$ cat src/rtl/adc_scan_pkg.sv
package adc_scan_pkg;
  localparam int CODE_W_DEF = 5;
  localparam int MAP_W_DEF  = 18;

  typedef enum logic {PH_A = 1'b0, PH_B = 1'b1} phase_e;
endpackage

$ cat src/rtl/scan_pick.sv
// Finds the lowest set bitmap bit at or above the cursor, wrapping to the
// lowest set bit overall when none lies above.
module scan_pick #(
  parameter int MAP_W = 18,
  parameter int IDX_W = 5
) (
  input  logic [MAP_W-1:0] map,
  input  logic [IDX_W-1:0] cursor,
  output logic             any,
  output logic [IDX_W-1:0] idx
);
  logic [MAP_W-1:0] ge_mask;
  logic [MAP_W-1:0] upper;

  genvar g;
  generate
    for (g = 0; g < MAP_W; g++) begin : g_mask
      assign ge_mask[g] = (IDX_W'(g) >= cursor);
    end
  endgenerate

  assign upper = map & ge_mask;
  assign any   = |map;

  always_comb begin
    idx = '0;
    if (|upper) begin
      for (int i = MAP_W - 1; i >= 0; i--)
        if (upper[i]) idx = IDX_W'(i);
    end else begin
      for (int i = MAP_W - 1; i >= 0; i--)
        if (map[i]) idx = IDX_W'(i);
    end
  end

  // a picked index always points at a selected channel
  always_comb begin
    if (any === 1'b1) a_r3_pick_set: assert (map[idx]);
  end
endmodule

$ cat src/rtl/scan_state.sv
module scan_state
  import adc_scan_pkg::*;
#(
  parameter int MAP_W = 18,
  parameter int IDX_W = 5
) (
  input  logic             clk,
  input  logic             rst,
  input  logic             conv_done,
  input  logic             seq_restart,
  input  logic             scan_en,
  input  logic             alt_en,
  input  logic             map_any,
  input  logic [IDX_W-1:0] cur_idx,
  output logic [IDX_W-1:0] cursor_q,
  output logic [IDX_W-1:0] cursor_d,
  output phase_e           phase_q,
  output phase_e           phase_d
);
  localparam logic [IDX_W-1:0] LAST = IDX_W'(MAP_W - 1);

  logic is_a;
  assign is_a = !(alt_en && phase_q == PH_B);

  always_comb begin
    cursor_d = cursor_q;
    if (seq_restart)
      cursor_d = '0;
    else if (conv_done && is_a && scan_en && map_any)
      cursor_d = (cur_idx == LAST) ? '0 : cur_idx + 1'b1;
  end

  always_comb begin
    phase_d = phase_q;
    if (seq_restart || !alt_en)
      phase_d = PH_A;
    else if (conv_done)
      phase_d = (phase_q == PH_A) ? PH_B : PH_A;
  end

  always_ff @(posedge clk) begin
    if (rst) begin
      cursor_q <= '0;
      phase_q  <= PH_A;
    end else begin
      cursor_q <= cursor_d;
      phase_q  <= phase_d;
    end
  end

  a_r8_restart_home: assert property (@(posedge clk) disable iff (rst)
    seq_restart |=> (cursor_q == '0 && phase_q == PH_A));

  a_r7_hold_idle: assert property (@(posedge clk) disable iff (rst)
    (!conv_done && !seq_restart) |=> $stable(cursor_q));

  a_r9_alt_off: assert property (@(posedge clk) disable iff (rst)
    !alt_en |=> phase_q == PH_A);

  a_r6_toggle: assert property (@(posedge clk) disable iff (rst)
    (alt_en && conv_done && !seq_restart) |=> phase_q != $past(phase_q));

  a_r4_cursor_range: assert property (@(posedge clk) disable iff (rst)
    cursor_q < IDX_W'(MAP_W));
endmodule

$ cat src/rtl/adc_scan_seq.sv
module adc_scan_seq
  import adc_scan_pkg::*;
#(
  parameter int CODE_W = CODE_W_DEF,
  parameter int MAP_W  = MAP_W_DEF
) (
  input  logic              clk,
  input  logic              rst,
  input  logic [CODE_W-1:0] a_pos,
  input  logic              a_neg,
  input  logic [CODE_W-1:0] b_pos,
  input  logic              b_neg,
  input  logic              scan_en,
  input  logic              alt_en,
  input  logic [MAP_W-1:0]  scan_map,
  input  logic              conv_done,
  input  logic              seq_restart,
  output logic [CODE_W-1:0] ch_pos,
  output logic              ch_neg
);
  localparam int IDX_W = $clog2(MAP_W);

  logic [IDX_W-1:0] cursor_q, cursor_d, cur_idx, nxt_idx;
  logic             cur_any, nxt_any;
  phase_e           phase_q, phase_d;
  logic             use_b;
  logic [CODE_W-1:0] pos_d;
  logic              neg_d;

  scan_pick #(.MAP_W(MAP_W), .IDX_W(IDX_W)) u_pick_cur (
    .map(scan_map), .cursor(cursor_q), .any(cur_any), .idx(cur_idx));

  scan_pick #(.MAP_W(MAP_W), .IDX_W(IDX_W)) u_pick_nxt (
    .map(scan_map), .cursor(cursor_d), .any(nxt_any), .idx(nxt_idx));

  scan_state #(.MAP_W(MAP_W), .IDX_W(IDX_W)) u_state (
    .clk(clk), .rst(rst), .conv_done(conv_done), .seq_restart(seq_restart),
    .scan_en(scan_en), .alt_en(alt_en), .map_any(cur_any), .cur_idx(cur_idx),
    .cursor_q(cursor_q), .cursor_d(cursor_d), .phase_q(phase_q), .phase_d(phase_d));

  assign use_b = alt_en && (phase_d == PH_B);

  always_comb begin
    if (use_b) begin
      pos_d = b_pos;
      neg_d = b_neg;
    end else begin
      pos_d = (scan_en && nxt_any) ? CODE_W'(nxt_idx) : a_pos;
      neg_d = a_neg;
    end
  end

  always_ff @(posedge clk) begin
    if (rst) begin
      ch_pos <= '0;
      ch_neg <= 1'b0;
    end else begin
      ch_pos <= pos_d;
      ch_neg <= neg_d;
    end
  end

  a_r2_fixed_a: assert property (@(posedge clk) disable iff (rst)
    (!scan_en && !alt_en) |=> (ch_pos == $past(a_pos) && ch_neg == $past(a_neg)));

  a_r5_empty_map: assert property (@(posedge clk) disable iff (rst)
    (scan_en && !alt_en && scan_map == '0) |=> ch_pos == $past(a_pos));

  a_r6_b_fixed: assert property (@(posedge clk) disable iff (rst)
    (alt_en && phase_d == PH_B) |=> (ch_pos == $past(b_pos) && ch_neg == $past(b_neg)));

  a_r3_scan_hit: assert property (@(posedge clk) disable iff (rst)
    (scan_en && !alt_en && scan_map != '0) |=>
      ((($past(scan_map)) >> ch_pos) & MAP_W'(1)) != '0);
endmodule

$ cat config.mk
export PLATFORM = sky130hd
export DESIGN_NAME = adc_scan_seq
export DESIGN_NICKNAME = d
export VERILOG_FILES = /design/src/rtl/adc_scan_pkg.sv /design/src/rtl/scan_pick.sv /design/src/rtl/scan_state.sv /design/src/rtl/adc_scan_seq.sv
export SDC_FILE = /design/constraint.sdc
export NUM_CORES = 1
export LEC_CHECK = 0
export ABC_AREA = 1
export BUFFER_PORTS_ARGS = -buffer_cell sky130_fd_sc_hd__buf_2
export CAP_MARGIN = 25
export CORE_AREA = 2 2 65 67
export CTS_BUF_LIST = sky130_fd_sc_hd__clkbuf_4 sky130_fd_sc_hd__clkbuf_8 sky130_fd_sc_hd__clkbuf_16
export CTS_CLUSTER_SIZE = 14
export DETAILED_ROUTE_END_ITERATION = 16
export DIE_AREA = 0 0 67 69
export PLACE_DENSITY = 0.78
export SYNTH_ARGS = -nofsm -noshare
export SYNTH_HDL_FRONTEND = slang
export SYNTH_HIERARCHICAL = 1
export SYNTH_SLANG_ARGS = --single-unit
$ cat constraint.sdc
create_clock -name clk -period 5.05 [get_ports clk]
set_clock_uncertainty 0.15 [all_clocks]
set_input_delay 0.7575 -clock clk [delete_from_list [all_inputs] [get_ports clk]]
set_output_delay 0.7575 -clock clk [all_outputs]
set_load 0.005 [all_outputs]
==> flow_summary.ini <==
[status]
status = finished, final reports clean

[sta]
fin_crit_sh = 0.907
rsz0062_at_grt = true
period_needed_ns = 4.58
max_freq_mhz = 218
hold_viol_final = 0
maxSlewHeadroom = 0.603
slew_viol_final = 0
fin_hold_ws_ns = 0.400
worst_pin_slew_ns = 0.592
setup_ws_ns = 0.469
finalSetupViolCount = 0

[placement]
dp_slack_ns = 0.0889
dp.cells = 494
dpl-instance-area_um2 = 2360
portBuffers = 41
gp_congestion = 0.926
dp_hpwl_mm = 4.65

[pwr]
powerDensity_nw_per_um2 = 137
peakVddDrop_v = 0.000145
power.leakage_nw = 1.41

[grt]
grt_usage = 0.247
overflow = 0
grt_max_degree = 13
grt_pass1_wl_mm = 9.38
antenna_found_initial = 0
grt_pass1_vias = 2227

[yosys]
ys_types = 29
syn_inst = 402
syn_nets = 440
ys_ff_latch = 12
synthTopCellsByArea = nand2_1 (21%), inv_1 (15%), dfxtp_1 (11%)
avgSynthCellArea_um2 = 5.20
synth_area_um2 = 2090
synth_top_area_cell = nand2_1
async_flop_share = 0
ys.flop_type = dfxtp_1
synth-seq-area-share = 0.115
synth_most_common_cell = nand2_1
ys_warn_count = 6
synth_edf_count = 0
netlist_top_cells_count = nand2_1 (119), inv_1 (81), nor2_1 (52)
synth_top_area_share = 0.214

[clock_network]
clock_latency_ns = 0.24
numClockSinks = 12
cts_hold_buf = 0
cts_buffers = 3
htreeDepth = 1
tritoncts = built
cts-root-buf = clkbuf_8
clockBufferDepth = 2
cts.reportedPaths.clkPinSlew_ns = 0.05

[drt]
drc = 0
drtAntennaViolNets = 0
wl_mm = 5.82
drtIter0Drc = 222
wl_per_cell_um = 11.7
dr.pass1.iters = 5
via_per_inst = 5.27
vias = 2631

[worst_hold_path]
min_path_type = reg2reg
hold_start = u_state/phase_q$_SDFF_PP0_

[floorplan]
start_util = 0.535
core_um2 = 3910
die_h_um = 69
dieArea_um2 = 4620
ios = 42
chipWidth_um = 67
rows = 23

[setup_path]
end_kind = flip-flop
cpMostUsedCell = nand2_1
cp.required_ns = 5.09
path_class = in2reg
reg2reg_from = u_state/cursor_q[3]$_SDFF_PP0_
critPathMaxFanout = 8
worst_ep_arrival_time_ns = 4.62
crit_slowest_cell = nor4_4
max_stage_delay_ns = 0.27
startpoint = scan_map[13]
setup.worst_path.start_class = input pin

[cells_and_area]
design_area_um2 = 2440
multiInputGateArea_um2 = 1530
fillers = 388
antenna_cells = 0
fin_cells = 499
drive_gt1_frac = 0.196
area_growth_syn_to_layout_pct = 16.8
fin_nets = 488
register_area_um2 = 246

[flow_run]
max_cap_violations = 0
==> layer usage <==
layer / part of all wire / wire, um / global-route usage
met5: 0 / 0 / 0
met4: 0.017 / 99 / 0.0703
met3: 0.054 / 316 / 0.0196
met2: 0.49 / 2830 / 0.406
met1: 0.44 / 2580 / 0.340
==> critical path, delay by kind of cell <==
family	cells	cell delay (ns)
and+or+nand+nor	20	2.17
adders and majority gates	1	0.18
AOI/OAI and AO/OA	4	0.81
buffers and inverters	8	0.69
==> layout by cell type (no fill, tap or decap), types with 2 or more instances in the layout <==
cell type    n
a21oi_1     13
o32ai_2      2
dfxtp_2      5
nand4_1      2
ha_1         2
nand2_1    119
and3_1       2
a41oi_1      2
o211ai_1     4
nor2_2       6
buf_4        3
o21ai_0     12
o21bai_1     2
dfxtp_1      7
buf_2       41
a211oi_1     8
or2_2        2
nor2_4       4
inv_1       77
inv_2       10
clkbuf_8     4
nor4_4       2
nor3_1      11
nand3_1     34
nor4_1       5
nor2_1      52
a31oi_1      2
o31ai_1      6
nand2_2      6
==> what timing repair did <==
item | 4_1_cts | 5_1_grt
setup buffers | 0 | 1
setup endpoints to repair | 0 | 5
resized for setup | 0 | 10
==> report_power, final <==
group / total [mW] / internal [mW] / switching, mW / leakage (nW)
clock: 0.105 / 0.0689 / 0.0358 / 0.0288
sequential: 0.101 / 0.0988 / 0.00210 / 0.101
combinational: 0.129 / 0.0472 / 0.0818 / 1.28
total: 0.335 / 0.215 / 0.120 / 1.41
==> through the flow <==
stage               setup TNS, ns  utilization  total power, mW
floorplan                       0            -            0.182
global placement                0        0.604            0.225
detailed placement              0        0.604            0.227
finish                          0        0.624            0.335
CTS                             0        0.618            0.331
global route              -0.0196        0.624            0.361
==> final timing paths <==
kind / endpoint / slack (ns) / cells past startpoint
setup / recovery: ch_pos[1]$_SDFF_PP0_ / 0.47 / 33
hold reg to reg: u_state/phase_q$_SDFF_PP0_ / 0.40 / 3
hold / removal: u_state/phase_q$_SDFF_PP0_ / 0.40 / 3
setup reg to reg: ch_pos[1]$_SDFF_PP0_ / 0.55 / 33
==> cell families (layout without fill, tap and decap cells) <==
family	Yosys count	in the layout	share of synthesized area
simple gates	246	246	0.531
buf+inv	88	135	0.161
compound gates	53	53	0.177
flops	12	12	0.115
fa+ha+maj	2	2	0.0120
xor+xnor	1	1	0.00419
==> state kept, by name (all words and copies together), names as in the netlist <==
name	cells
ch_pos	5
u_state/cursor_q	5
ch_neg	1
u_state/phase_q	1
==> final cells by class <==
type                       instances  area share
tap                               50      0.0256
clock buffer                       4      0.0225
inverter                          87       0.134
sequential                        12       0.101
multi-input combinational        302       0.624
timing repair buffer              44      0.0932
No activity file was read; power rests on OpenSTA's default activity.
